## src/rtl/evt_pe_pkg.sv

```systemverilog
package evt_pe_pkg;
  typedef enum logic [1:0] {
    ST_IDLE = 2'd0,
    ST_ARB  = 2'd1,
    ST_WAIT = 2'd2,
    ST_REL  = 2'd3
  } evt_state_e;
endpackage

```

## src/rtl/evt_pe_prio_enc.sv

```systemverilog
module evt_pe_prio_enc #(
  parameter int unsigned W  = 4,
  localparam int unsigned IW = (W > 1) ? $clog2(W) : 1
) (
  input  logic [W-1:0]  vec_i,
  output logic          valid_o,
  output logic [IW-1:0] idx_o
);
  always_comb begin
    idx_o = '0;
    for (int i = W - 1; i >= 0; i--) begin
      if (vec_i[i]) idx_o = IW'(i);
    end
  end
  assign valid_o = |vec_i;
endmodule

```

## src/rtl/evt_pe_grid_enc.sv

```systemverilog
module evt_pe_grid_enc #(
  parameter int unsigned ROWS = 4,
  parameter int unsigned COLS = 4,
  localparam int unsigned N     = ROWS * COLS,
  localparam int unsigned RW    = $clog2(ROWS),
  localparam int unsigned CW    = $clog2(COLS),
  localparam int unsigned IDX_W = $clog2(N)
) (
  input  logic [N-1:0]     req_i,
  output logic             valid_o,
  output logic [RW-1:0]    row_o,
  output logic [CW-1:0]    col_o,
  output logic [IDX_W-1:0] flat_o
);
  logic [ROWS-1:0] row_any;
  logic [COLS-1:0] col_vec;
  logic            row_valid;
  logic            col_valid;

  for (genvar r = 0; r < ROWS; r++) begin : g_row_or
    assign row_any[r] = |req_i[r*COLS +: COLS];
  end

  evt_pe_prio_enc #(.W(ROWS)) u_row_enc (
    .vec_i  (row_any),
    .valid_o(row_valid),
    .idx_o  (row_o)
  );

  always_comb begin
    col_vec = '0;
    for (int r = 0; r < ROWS; r++) begin
      if (row_o == RW'(r)) col_vec = req_i[r*COLS +: COLS];
    end
  end

  evt_pe_prio_enc #(.W(COLS)) u_col_enc (
    .vec_i  (col_vec),
    .valid_o(col_valid),
    .idx_o  (col_o)
  );

  assign valid_o = row_valid & col_valid;
  assign flat_o  = IDX_W'(row_o) * IDX_W'(COLS) + IDX_W'(col_o);
endmodule

```

## src/rtl/evt_pe_sat_cnt.sv

```systemverilog
module evt_pe_sat_cnt #(
  parameter int unsigned CNT_W = 8
) (
  input  logic             clk_i,
  input  logic             rst_ni,
  input  logic             inc_i,
  output logic [CNT_W-1:0] cnt_o
);
  always_ff @(posedge clk_i or negedge rst_ni) begin
    if (!rst_ni)                     cnt_o <= '0;
    else if (inc_i && (~cnt_o != '0)) cnt_o <= cnt_o + 1'b1;
  end
endmodule

```

## src/rtl/evt_pe_access.sv

```systemverilog
module evt_pe_access
  import evt_pe_pkg::*;
#(
  parameter int unsigned ROWS  = 4,
  parameter int unsigned COLS  = 4,
  parameter int unsigned CNT_W = 8
) (
  input  logic                                  clk_i,
  input  logic                                  rst_ni,
  input  logic                                  buffered_i,
  input  logic [ROWS*COLS-1:0]                  req_i,
  output logic                                  ch_req_o,
  output logic [$clog2(ROWS)+$clog2(COLS)-1:0]  ch_addr_o,
  input  logic                                  ch_ack_i,
  output logic [ROWS*COLS-1:0]                  ack_o,
  output logic [CNT_W-1:0]                      drop_cnt_o
);
  localparam int unsigned N     = ROWS * COLS;
  localparam int unsigned RW    = $clog2(ROWS);
  localparam int unsigned CW    = $clog2(COLS);
  localparam int unsigned IDX_W = $clog2(N);

  evt_state_e       state_q;
  logic [N-1:0]     snap_q;
  logic [N-1:0]     arb_src;
  logic [N-1:0]     lost_q;
  logic [N-1:0]     ack_q;
  logic [N-1:0]     win_mask;
  logic [RW-1:0]    win_row_q;
  logic [CW-1:0]    win_col_q;
  logic [IDX_W-1:0] win_flat_q;
  logic             ch_req_q;
  logic             enc_valid;
  logic [RW-1:0]    enc_row;
  logic [CW-1:0]    enc_col;
  logic [IDX_W-1:0] enc_flat;
  logic             takeover;

  // buffered: frozen snapshot; unbuffered: live lines
  assign arb_src = buffered_i ? snap_q : req_i;

  evt_pe_grid_enc #(.ROWS(ROWS), .COLS(COLS)) u_enc (
    .req_i  (arb_src),
    .valid_o(enc_valid),
    .row_o  (enc_row),
    .col_o  (enc_col),
    .flat_o (enc_flat)
  );

  always_comb begin
    win_mask = '0;
    win_mask[win_flat_q] = 1'b1;
  end

  assign takeover = (state_q == ST_WAIT) && !ch_ack_i && !buffered_i &&
                    enc_valid && (enc_flat < win_flat_q);

  always_ff @(posedge clk_i or negedge rst_ni) begin
    if (!rst_ni) begin
      state_q    <= ST_IDLE;
      snap_q     <= '0;
      lost_q     <= '0;
      ack_q      <= '0;
      win_row_q  <= '0;
      win_col_q  <= '0;
      win_flat_q <= '0;
      ch_req_q   <= 1'b0;
    end else begin
      unique case (state_q)
        ST_IDLE: begin
          if (|req_i) begin
            snap_q  <= req_i;
            state_q <= ST_ARB;
          end
        end
        ST_ARB: begin
          if (enc_valid) begin
            win_row_q  <= enc_row;
            win_col_q  <= enc_col;
            win_flat_q <= enc_flat;
            ch_req_q   <= 1'b1;
            state_q    <= ST_WAIT;
          end else begin
            state_q <= ST_IDLE;
          end
        end
        ST_WAIT: begin
          if (ch_ack_i) begin
            ack_q    <= win_mask | lost_q;
            ch_req_q <= 1'b0;
            state_q  <= ST_REL;
          end else if (takeover) begin
            lost_q     <= lost_q | win_mask;
            win_row_q  <= enc_row;
            win_col_q  <= enc_col;
            win_flat_q <= enc_flat;
          end
        end
        ST_REL: begin
          if (!ch_ack_i) begin
            ack_q   <= '0;
            lost_q  <= '0;
            snap_q  <= '0;
            state_q <= ST_IDLE;
          end
        end
        default: state_q <= ST_IDLE;
      endcase
    end
  end

  evt_pe_sat_cnt #(.CNT_W(CNT_W)) u_drop_cnt (
    .clk_i (clk_i),
    .rst_ni(rst_ni),
    .inc_i (takeover),
    .cnt_o (drop_cnt_o)
  );

  assign ch_req_o  = ch_req_q;
  assign ch_addr_o = {win_row_q, win_col_q};
  assign ack_o     = ack_q;
endmodule

```

## config.mk

```make
export PLATFORM = sky130hd
export DESIGN_NAME = evt_pe_access
export DESIGN_NICKNAME = d
export VERILOG_FILES = /design/src/rtl/evt_pe_pkg.sv /design/src/rtl/evt_pe_prio_enc.sv /design/src/rtl/evt_pe_grid_enc.sv /design/src/rtl/evt_pe_sat_cnt.sv /design/src/rtl/evt_pe_access.sv
export SDC_FILE = /design/constraint.sdc
export NUM_CORES = 1
export LEC_CHECK = 0
export CELL_PAD_IN_SITES_DETAIL_PLACEMENT = 1
export CELL_PAD_IN_SITES_GLOBAL_PLACEMENT = 1
export CORE_MARGIN = 4
export CORE_UTILIZATION = 40
export CTS_CLUSTER_DIAMETER = 120
export DETAILED_ROUTE_END_ITERATION = 10
export DONT_BUFFER_PORTS = 1
export PLACE_DENSITY_LB_ADDON = 0.25
export SETUP_SLACK_MARGIN = 0.05
export SKIP_CTS_REPAIR_TIMING = 1
export SYNTH_ARGS = -nofsm -noshare
export SYNTH_HDL_FRONTEND = slang
export SYNTH_HIERARCHICAL = 1
export SYNTH_SLANG_ARGS = --single-unit
```

## constraint.sdc

```tcl
create_clock -name clk_i -period 4.1 [get_ports clk_i]
set_input_delay 0.82 -clock clk_i [delete_from_list [all_inputs] [get_ports clk_i]]
set_output_delay 0.82 -clock clk_i [all_outputs]
set_load 0.05 [all_outputs]
```

## After elaboration in Yosys (flattened, before gate mapping)

Cells that the tools add are included.

| cells by class | value |
|---|---|
| muxes and demuxes | 43 |
| equality and inequality tests | 12 |
| magnitude comparators | 3 |
| reduce and logical (&&, ||, !) cells | 27 |
| bitwise operators | 3 |
| add/subtract/negate cells | 2 |

Operators with widths:

| operator | count |
|---|---|
| 16-bit 2-to-1 mux | 6 |
| 16-bit case mux with 2 select lines | 3 |
| 2-bit 2-to-1 mux | 18 |
| 16-bit OR reduction | 2 |
| 4-bit 2-to-1 mux | 7 |
| 4-bit OR reduction | 5 |
| 16-bit OR | 1 |
| 3-bit AND reduction | 4 |
| 2-bit != test, second input constant | 5 |
| 8-bit by 1-bit adder with 8-bit output, second input constant | 1 |
| 2-bit == test, second input constant | 4 |
| 8-bit NOT | 1 |
| 2-bit case mux with 2 select lines | 2 |
| 2-bit case mux with 4 select lines | 1 |
| 4-bit case mux with 2 select lines | 1 |
| 4-bit AND reduction | 2 |
| 8-bit nonzero test | 1 |
| 1-bit logical AND | 6 |
| 2-bit nonzero test | 3 |
| 4-bit by 5-bit < comparator with 1-bit output, second input constant | 1 |
| 4-bit by 2-bit adder with 4-bit output | 1 |
| 1-bit demux with 4-bit select | 1 |
| 2-bit by 1-bit == test with 1-bit output, second input constant | 2 |
| 4-bit by 1-bit greater-or-equal comparator with 1-bit output, second input constant | 1 |
| 7 further kinds | 11 |

| storage, ports and cells | value |
|---|---|
| flip-flop bits (word level) | 67 |
| output and inout port bits | 29 |
| word-level logic and storage cells | 99 |
| input bits | 20 |

## Logic depth before layout (Yosys ltp)

Gate-level depths: netlist of the first run.

| depth | value |
|---|---|
| depth in word-level cells | 21 |
| mapped depth | 20 |
| mapped depth without buffers | 16 |

## Cells and area by module

Netlist of the first run, hierarchy kept.

By module, submodules not included:

| module | cells each | sequential area each (µm²) | times used | area each (µm²) |
|---|---|---|---|---|
| evt_pe_access | 293 | 1476.4 | 1 | 2770.2 |
| evt_pe_sat_cnt | 35 | 200.2 | 1 | 390.4 |
| evt_pe_grid_enc | 13 | 0.0 | 1 | 171.4 |
| evt_pe_prio_enc | 7 | 0.0 | 2 | 35.0 |

## Least setup slack after synthesis of the first run

Ideal clock, no wire load.

| timing path | value |
|---|---|
| kind | input port to flip-flop |
| start | input buffered_i |
| end | register u_drop_cnt.cnt_o[5] |
| required time | 3957 ps |
| path buffers | 4 |
| setup slack | -1109 ps |
| library setup time | 143 ps |
| stages on the path | 18 |
| arrival time | 5066 ps |
| cell sequence | clkbuf_1 > mux2_2 > or4_1 > nor3_1 > mux4_1 > nor2_1 > nor3_1 > buf_4 > ha_1 > o211ai_1 > nor2_1 > or2_1 > buf_6 > buf_6 > inv_1 > and4_1 > o211ai_1 > xnor2_1 |

| between the ends | value |
|---|---|
| elaborated cells on any way between the ends | 31 |
| those cells by class | add/sub: 1; order compare: 1; eq/ne: 3; mux: 13; bitwise: 1; reduce/logical: 12 |

RTL lines:

| what | line | RTL |
|---|---|---|
| start: declaration | evt_pe_access.sv:10 | `input logic buffered_i,` |
| 16-bit 2-to-1 mux (*) | evt_pe_access.sv:40 | `assign arb_src = buffered_i ? snap_q : req_i;` |
| named net arb_src[2] | evt_pe_access.sv:25 | `logic [N-1:0] arb_src;` |
| 4-bit OR reduction (*) | evt_pe_grid_enc.sv:21 | `assign row_any[r] = \|req_i[r*COLS +: COLS];` |
| named net u_enc.row_any[0] | evt_pe_grid_enc.sv:15 | `logic [ROWS-1:0] row_any;` |
| 2-bit 2-to-1 mux (*) | evt_pe_prio_enc.sv:12 | `if (vec_i[i]) idx_o = IW'(i);` |
| named net enc_row[1] | evt_pe_access.sv:34 | `logic [RW-1:0] enc_row;` |
| 2-bit zero test | evt_pe_grid_enc.sv:33 | `if (row_o == RW'(r)) col_vec = req_i[r*COLS +: COLS];` |
| 4-bit 2-to-1 mux (3 in series) | evt_pe_grid_enc.sv:33 |  |
| [1 not listed] | - |  |
| named net u_enc.col_vec[3] | evt_pe_grid_enc.sv:16 | `logic [COLS-1:0] col_vec;` |
| 2-bit 2-to-1 mux (*) (4 in series) | evt_pe_prio_enc.sv:12 |  |
| named net enc_col[1] | evt_pe_access.sv:35 | `logic [CW-1:0] enc_col;` |
| 4-bit by 2-bit adder with 4-bit output (*) | evt_pe_grid_enc.sv:44 | `assign flat_o = IDX_W'(row_o) * IDX_W'(COLS) + IDX_W'(col_o);` |
| named net enc_flat[1] | evt_pe_access.sv:36 | `logic [IDX_W-1:0] enc_flat;` |
| 4-bit < comparator (*) | evt_pe_access.sv:56 | `enc_valid && (enc_flat < win_flat_q);` |
| 1-bit logical AND (*) | evt_pe_access.sv:56 |  |
| named net takeover | evt_pe_access.sv:37 | `logic takeover;` |
| 1-bit logical AND (*) | evt_pe_sat_cnt.sv:11 | `else if (inc_i && (~cnt_o != '0)) cnt_o <= cnt_o + 1'b1;` |
| end signal: assignment | evt_pe_sat_cnt.sv:11 |  |
| end: declaration | evt_pe_sat_cnt.sv:7 | `output logic [CNT_W-1:0] cnt_o` |

Mark *: on every way through the listed nets, which the timed path passes. The rest lies on a longest branch.
A chain may end at the register's enable or synchronous reset.

## Worst setup path after layout of the first run

| timing path | value |
|---|---|
| start | input buffered_i |
| end | register u_drop_cnt.cnt_o[5] |

| between the ends | value |
|---|---|
| elaborated cells on any way between the ends | 31 |
| those cells by class | add/sub: 1; order compare: 1; eq/ne: 3; mux: 13; bitwise: 1; reduce/logical: 12 |

RTL lines:

| what | line |
|---|---|
| 16-bit 2-to-1 mux (*) | evt_pe_access.sv:40 |
| 4-bit OR reduction (*) | evt_pe_grid_enc.sv:21 |
| named net u_enc.row_any[2] | evt_pe_grid_enc.sv:15 |
| 2-bit 2-to-1 mux (*) (3 in series) | evt_pe_prio_enc.sv:12 |
| named net enc_row[0] | evt_pe_access.sv:34 |
| 2-bit zero test | evt_pe_grid_enc.sv:33 |
| 4-bit 2-to-1 mux (3 in series) | evt_pe_grid_enc.sv:33 |
| 4-bit 2-to-1 mux (*) | evt_pe_grid_enc.sv:33 |
| named net u_enc.col_vec[0] | evt_pe_grid_enc.sv:16 |
| 2-bit 2-to-1 mux (*) | evt_pe_prio_enc.sv:12 |
| named net enc_col[1] | evt_pe_access.sv:35 |
| 4-bit by 2-bit adder with 4-bit output (*) | evt_pe_grid_enc.sv:44 |
| 4-bit < comparator (*) | evt_pe_access.sv:56 |
| 1-bit logical AND (*) | evt_pe_access.sv:56 |
| named net takeover | evt_pe_access.sv:37 |
| 1-bit logical AND (*) | evt_pe_sat_cnt.sv:11 |

Marked as above.

==> run_results.csv, run 1 <==
group,metric,value,unit
timing,final.setup.worst_slack,0.152,ns
global_routing,grt.met2_usage,29.4,%
final_layout,design_area,0.00395,mm2
placement,port_buffer_count,0,
power_and_ir_drop,comb_power_share,33.1,%
global_routing,global_route.usage.met1,21.3,%
timing,worst_pin_slew,1.23,ns
timing,finClkSkew,0.0123,ns
routing,dr.first_iter.drc_count,57,
synth,net_count_synth,379,
placement,finalWeightedCongestion,0.824,
routing,vias,2586,
clock_network,cts_made_buffers,9,
floorplanning,floorplan.die_area,0.0100,mm2
placement,post-dp-hpwl,5670,um
routing,routedWlPerCell,16.9,um
worst_setup_path,timing.setup.critical_path_class,"in2reg",
global_routing,grt_max_degree,68,
synth,syn_inst,355,
timing,shortest_clock_period_the_worst_path_allows_after_layout,3.95,ns
synth,register_bit_count_reported_by_yosys,67,
power_and_ir_drop,power.share.switching,41.7,%
final_layout,ant_cells,0,
power_and_ir_drop,seq_power_share,43.7,%
worst_setup_path,critPathCaptureType,"flop",
final_layout,layout.nets,392,
synth,synth_flop_cell,"sky130_fd_sc_hd__dfrtp_1",
routing,avgViaCountPerCell,5.41,
floorplanning,die_w,100,um
power_and_ir_drop,power.internal,1.57,mW
global_routing,busiest_layer,"met2",
final_layout,fin_util,47.8,%
timing,final_min_period_over_clock_period,96.3,%
clock_network,cts.htree.levels,3,
timing,unrepaired_setup_endpoints_after_global_routing,"true",
clock_network,tritoncts,"done",
power_and_ir_drop,power.density,683,mW/mm2
routing,route.final.wire_length,8060,um
timing,timing.final.setup_violations,0,
placement,dpl_worst_slack,-0.293,ns
synth,synth.lib_cells_used.distinct,42,
global_routing,gr-usage-all-layers,17.1,%
routing,remaining_antenna_violation_count,0,
clock_network,tritoncts_num_sinks,67,
synth,post_synth_main_area_contributors,"sky130_fd_sc_hd__dfrtp_1 49%, sky130_fd_sc_hd__nand2_1 9.2%, sky130_fd_sc_hd__mux2_2 6.6%",
run_status,run_status,"finished, final reports clean",
timing,finalHoldViolCount,0,
timing,timing_max_transition_violations_final,0,
global_routing,grt_antenna_before_repair,0,
placement,place_area,0.00367,mm2
floorplanning,io-pin-count,49,
power_and_ir_drop,clockPowerShare,23.2,%
timing,maxSlewHeadroom,17.4,%
clock_network,worst_skew_pair_latency,0.35,ns
global_routing,grt_pass1_vias,2798,
timing,max_freq,0.253,GHz
min_path,hold_class,"in2async",
global_routing,grt-ovfl-total,0,
final_layout,most_common_cell_after_layout_fill_and_taps_aside,"sky130_fd_sc_hd__nand2_1",
synth,yosysTopAreaCellShare,49.3,%
floorplanning,core.rowCount,33,
clock_network,clkTransAtPathRegs,0.09,ns
final_layout,post_route_cells_drive_above_1_share,25.5,%
synth,count_of_flip_flops_with_a_built_in_enable_after_synthesis,0,
power_and_ir_drop,ir_worst_vdd,317,uV
routing,drt_first_pass_iters,4,
power_and_ir_drop,switchingPower,1.12,mW
final_layout,most-common-layout-cells,"83 x sky130_fd_sc_hd__nand2_1, 67 x sky130_fd_sc_hd__dfrtp_1, 39 x sky130_fd_sc_hd__o21ai_0",
worst_setup_path,crit_required,4.32,ns
final_layout,syn2layout_area_growth,16.0,%
floorplanning,coreArea,0.00826,mm2
synth,yosys_warnings,6,
clock_network,ctsRootBufferMaster,"sky130_fd_sc_hd__clkbuf_8",
floorplanning,start_util,41.2,%
synth,postSynthAreaPerCell,9.58,um2
worst_setup_path,nature_of_the_critical_path_startpoint,"input pin",
worst_setup_path,cp_max_fo,21,
synth,post_synth_top_area_cell,"sky130_fd_sc_hd__dfrtp_1",
synth,synth-async-reset-ratio,100,%
worst_setup_path,arrival_time_reported_for_the_critical_path_endpoint,4.16,ns
global_routing,met3_usage,3.41,%
global_routing,first_pass_grt_wire_length,13800,um
synth,synth-seq-area-share,49.3,%
synth,synth_area,0.00340,mm2
timing,setup_total_negative_slack,0,ns
power_and_ir_drop,power.static_leakage,1.70,nW
clock_network,clock_tree.buffer_depth,2,
flow_run,max_cap_violation_count,0,
routing,drt_drc_violations_left,0,
floorplanning,die_h,100,um
## final timing paths
| path | cells after the start | slack, ns | end | start |
|---|---|---|---|---|
| worst max-delay path | 14 | 0.15 | u_drop_cnt/cnt_o[5] | buffered_i |
| worst min-delay path | 0 | 0.16 | lost_q[13] | rst_ni |
| worst max register to register | 14 | 0.25 | u_drop_cnt/cnt_o[5] | snap_q[11] |
| worst min register to register | 2 | 0.48 | lost_q[6] | lost_q[6] |
| max in group asynchronous | 0 | 3.82 | snap_q[4] | rst_ni |
| min in group clk_i | 2 | 0.48 | lost_q[6] | lost_q[6] |
## critical path: stages
cell	delay, ns
sky130_fd_sc_hd__mux2_4	0.28
sky130_fd_sc_hd__or4_4	0.53
sky130_fd_sc_hd__nand2b_4	0.16
sky130_fd_sc_hd__a21oi_4	0.24
sky130_fd_sc_hd__mux4_2	0.59
sky130_fd_sc_hd__nor3_4	0.24
sky130_fd_sc_hd__ha_4	0.22
sky130_fd_sc_hd__o211ai_1	0.18
sky130_fd_sc_hd__nor2_2	0.06
sky130_fd_sc_hd__or2_4	0.27
sky130_fd_sc_hd__inv_4	0.07
sky130_fd_sc_hd__and4_4	0.25
sky130_fd_sc_hd__o211ai_1	0.10
sky130_fd_sc_hd__xnor2_1	0.14
## area by class of cell
type / count / area (um2)
fillers: 919 / 4310
flip-flops and latches: 67 / 1680
clock buffers: 9 / 124
inverters: 12 / 47.5
multi-input cells: 256 / 1690
clock inverters: 7 / 101
repair buffers: 22 / 178
well taps: 105 / 131
## power groups by stage
stage	Clock, mW	Sequential (mW)	Combinational (mW)
finish	0.626	1.18	0.892
global route	0.675	1.21	1.01
CTS	0.643	1.18	0.857
detailed placement	0	1.20	0.853
global placement	0	1.19	0.824
floorplan	0	1.13	0.651
## metal layers
layer	routed length [um]	vias up
met5	0	-
met4	84	0
met3	289	10
met2	4060	42
met1	3630	1284
li1	-	1250
## synth_stat cells, types with 2 or more instances
library cell and number:
sky130_fd_sc_hd__and3_1 2, sky130_fd_sc_hd__o211ai_1 3, sky130_fd_sc_hd__a21oi_1 25, sky130_fd_sc_hd__buf_1 2
sky130_fd_sc_hd__nor2b_1 2, sky130_fd_sc_hd__a211oi_1 4, sky130_fd_sc_hd__mux2_2 20, sky130_fd_sc_hd__o21ai_2 11
sky130_fd_sc_hd__and2_1 2, sky130_fd_sc_hd__nor3_1 2, sky130_fd_sc_hd__nor2_1 12, sky130_fd_sc_hd__mux4_1 4
sky130_fd_sc_hd__or2_1 2, sky130_fd_sc_hd__a21oi_2 2, sky130_fd_sc_hd__buf_4 4, sky130_fd_sc_hd__nand3_1 4
sky130_fd_sc_hd__ha_1 4, sky130_fd_sc_hd__nor4_1 4, sky130_fd_sc_hd__nand2_1 83, sky130_fd_sc_hd__buf_6 2
sky130_fd_sc_hd__a21boi_0 5, sky130_fd_sc_hd__o21ai_0 40, sky130_fd_sc_hd__xnor2_1 4, sky130_fd_sc_hd__nand2b_1 4
sky130_fd_sc_hd__clkbuf_1 11, sky130_fd_sc_hd__dfrtp_1 67, sky130_fd_sc_hd__inv_1 12, sky130_fd_sc_hd__or4_1 4
## sequential cells by signal, indices dropped and copies added, names as in the netlist, named ones only
register	cells
ack_o	16
state_q	1
snap_q	16
ch_req_o	1
win_row_q	2
win_flat_q	4
win_col_q	2
lost_q	16
u_drop_cnt/cnt_o	8
## kinds of logic after synthesis
group	Yosys count	share of synthesized area (%)
AOI/OAI and AO/OA	93	16.4
xor gates and xnor gates	5	1.29
adders and majority gates	4	1.47
buffers and inverters	32	4.45
DFF	67	49.3
muxes	25	10.0
and+or+nand+nor	129	17.1
## metrics by stage
| stage | hold WS [ns] | power (mW) | std cells |
|---|---|---|---|
| global route | 0.136 | 2.89 | 478 |
| CTS | 0.142 | 2.68 | 474 |
| finish | 0.160 | 2.69 | 478 |
| global placement | 0.460 | 2.01 | 458 |
| floorplan | 0.451 | 1.78 | 355 |
| detailed placement | 0.468 | 2.05 | 458 |
No activity file was read; power rests on OpenSTA's default activity.
==> run 2: changes to the inputs <==
REMOVE_ABC_BUFFERS = 1   (was default)
==> run 2 against run 1 <==
Against the previous run: routed wire length grew 2.2%; register-to-register slack lost 0.05 ns; first-iteration DRC count grew 81%; fmax shrank 2.0%; sequential share of layout area grew 0.57 points; via count shrank 1.9%; critical path type unchanged; largest power group unchanged.
==> run_results.csv, run 2 (synthesis gave the netlist of run 1 again) <==
group,metric,value,unit
power_and_ir_drop,power.density,680,mW/mm2
worst_setup_path,critPathCaptureType,"flop",
timing,unrepaired_setup_endpoints_after_global_routing,"true",
placement,port_buffer_count,0,
final_layout,most_common_cell_after_layout_fill_and_taps_aside,"sky130_fd_sc_hd__nand2_1",
routing,route.final.wire_length,8240,um
routing,vias,2538,
global_routing,grt-ovfl-total,0,
placement,post-dp-hpwl,5610,um
routing,drt_first_pass_iters,4,
timing,shortest_clock_period_the_worst_path_allows_after_layout,4.03,ns
final_layout,syn2layout_area_growth,14.4,%
flow_run,max_cap_violation_count,0,
min_path,hold_class,"in2async",
timing,finalHoldViolCount,0,
routing,routedWlPerCell,17.3,um
timing,finClkSkew,0.0124,ns
clock_network,cts.htree.levels,3,
timing,worst_pin_slew,1.18,ns
global_routing,grt_antenna_before_repair,0,
timing,final_min_period_over_clock_period,98.2,%
timing,timing_max_transition_violations_final,0,
final_layout,post_route_cells_drive_above_1_share,24.1,%
clock_network,tritoncts_num_sinks,67,
routing,dr.first_iter.drc_count,103,
worst_setup_path,timing.setup.critical_path_class,"in2reg",
routing,remaining_antenna_violation_count,0,
routing,drt_drc_violations_left,0,
worst_setup_path,crit_required,4.31,ns
clock_network,tritoncts,"done",
final_layout,layout.nets,389,
clock_network,cts_made_buffers,9,
timing,final.setup.worst_slack,0.0719,ns
floorplanning,floorplan.die_area,0.0100,mm2
timing,max_freq,0.248,GHz
floorplanning,die_h,100,um
floorplanning,io-pin-count,49,
timing,maxSlewHeadroom,21.0,%
floorplanning,start_util,41.2,%
global_routing,gr-usage-all-layers,17.1,%
global_routing,grt_pass1_vias,2717,
floorplanning,die_w,100,um
final_layout,fin_util,47.1,%
final_layout,ant_cells,0,
worst_setup_path,nature_of_the_critical_path_startpoint,"input pin",
worst_setup_path,arrival_time_reported_for_the_critical_path_endpoint,4.24,ns
clock_network,worst_skew_pair_latency,0.35,ns
floorplanning,coreArea,0.00826,mm2
run_status,run_status,"finished, final reports clean",
power_and_ir_drop,power.static_leakage,1.68,nW
floorplanning,core.rowCount,33,
final_layout,most-common-layout-cells,"83 x sky130_fd_sc_hd__nand2_1, 67 x sky130_fd_sc_hd__dfrtp_1, 37 x sky130_fd_sc_hd__o21ai_0",
power_and_ir_drop,ir_worst_vdd,329,uV
timing,timing.final.setup_violations,0,
clock_network,clock_tree.buffer_depth,2,
global_routing,grt_max_degree,68,
routing,avgViaCountPerCell,5.34,
clock_network,ctsRootBufferMaster,"sky130_fd_sc_hd__clkbuf_8",
placement,dpl_worst_slack,-0.633,ns
worst_setup_path,cp_max_fo,21,
clock_network,clkTransAtPathRegs,0.07,ns
global_routing,first_pass_grt_wire_length,13500,um
placement,finalWeightedCongestion,0.797,
## run 2: layout make-up
type | instances | area (um2)
clock inverters | 5 | 83.8
fillers | 932 | 4370
well taps | 105 | 131
inverters | 12 | 45.0
multi-input cells | 256 | 1660
repair buffers | 19 | 146
flip-flops and latches | 67 | 1680
clock buffers | 11 | 151
## run 2: worst paths after layout
kind	from	to	slack, ns	cells past startpoint
worst min register to register	lost_q[7]	lost_q[7]	0.48	2
worst max register to register	snap_q[11]	u_drop_cnt/cnt_o[5]	0.20	16
min in group clk_i	lost_q[7]	lost_q[7]	0.48	2
worst max-delay path	buffered_i	u_drop_cnt/cnt_o[5]	0.07	16
worst min-delay path	rst_ni	ack_o[12]	0.17	0
max in group asynchronous	rst_ni	u_drop_cnt/cnt_o[1]	3.82	0
## run 2: critical path, cell delays in order
cell	delay, ns
sky130_fd_sc_hd__mux2_4	0.29
sky130_fd_sc_hd__or4_4	0.54
sky130_fd_sc_hd__nand2b_4	0.17
sky130_fd_sc_hd__a21oi_4	0.21
sky130_fd_sc_hd__buf_6	0.15
sky130_fd_sc_hd__mux4_2	0.53
sky130_fd_sc_hd__nor2_4	0.12
sky130_fd_sc_hd__nor3_2	0.05
sky130_fd_sc_hd__ha_1	0.27
sky130_fd_sc_hd__o211ai_1	0.17
sky130_fd_sc_hd__nor2_1	0.08
sky130_fd_sc_hd__or2_1	0.24
sky130_fd_sc_hd__inv_2	0.09
sky130_fd_sc_hd__and4_4	0.26
sky130_fd_sc_hd__o211ai_1	0.11
sky130_fd_sc_hd__xnor2_1	0.13
## run 2: metrics by stage
step | setup TNS (ns) | cell area (um2) | power (mW) | instances | hold WS (ns)
after floorplan | -10.05 | 3300 | 1.66 | 335 | 0.451
after global placement | -5.70 | 3530 | 1.92 | 453 | 0.461
after detailed placement | -10.51 | 3530 | 1.96 | 453 | 0.468
after CTS | -1.10 | 3770 | 2.61 | 469 | 0.145
after global routing | -0.309 | 3890 | 2.86 | 475 | 0.135
final | 0 | 3890 | 2.65 | 475 | 0.165
## run 2: layer usage
metal	vias to the layer above	track usage (%)	wire [um]
met5	-	0	0
met4	0	5.60	157
met3	12	4.73	329
met2	48	29.9	4260
met1	1231	20.3	3490
li1	1247	-	-
## run 2: report_power, final
group          total [mW]  switching, mW  internal [mW]  leakage (nW)
Combinational       0.830          0.478          0.352         0.668
Clock               0.641          0.263          0.378         0.112
Sequential           1.18          0.353          0.824         0.896
Total                2.65           1.09           1.55          1.68
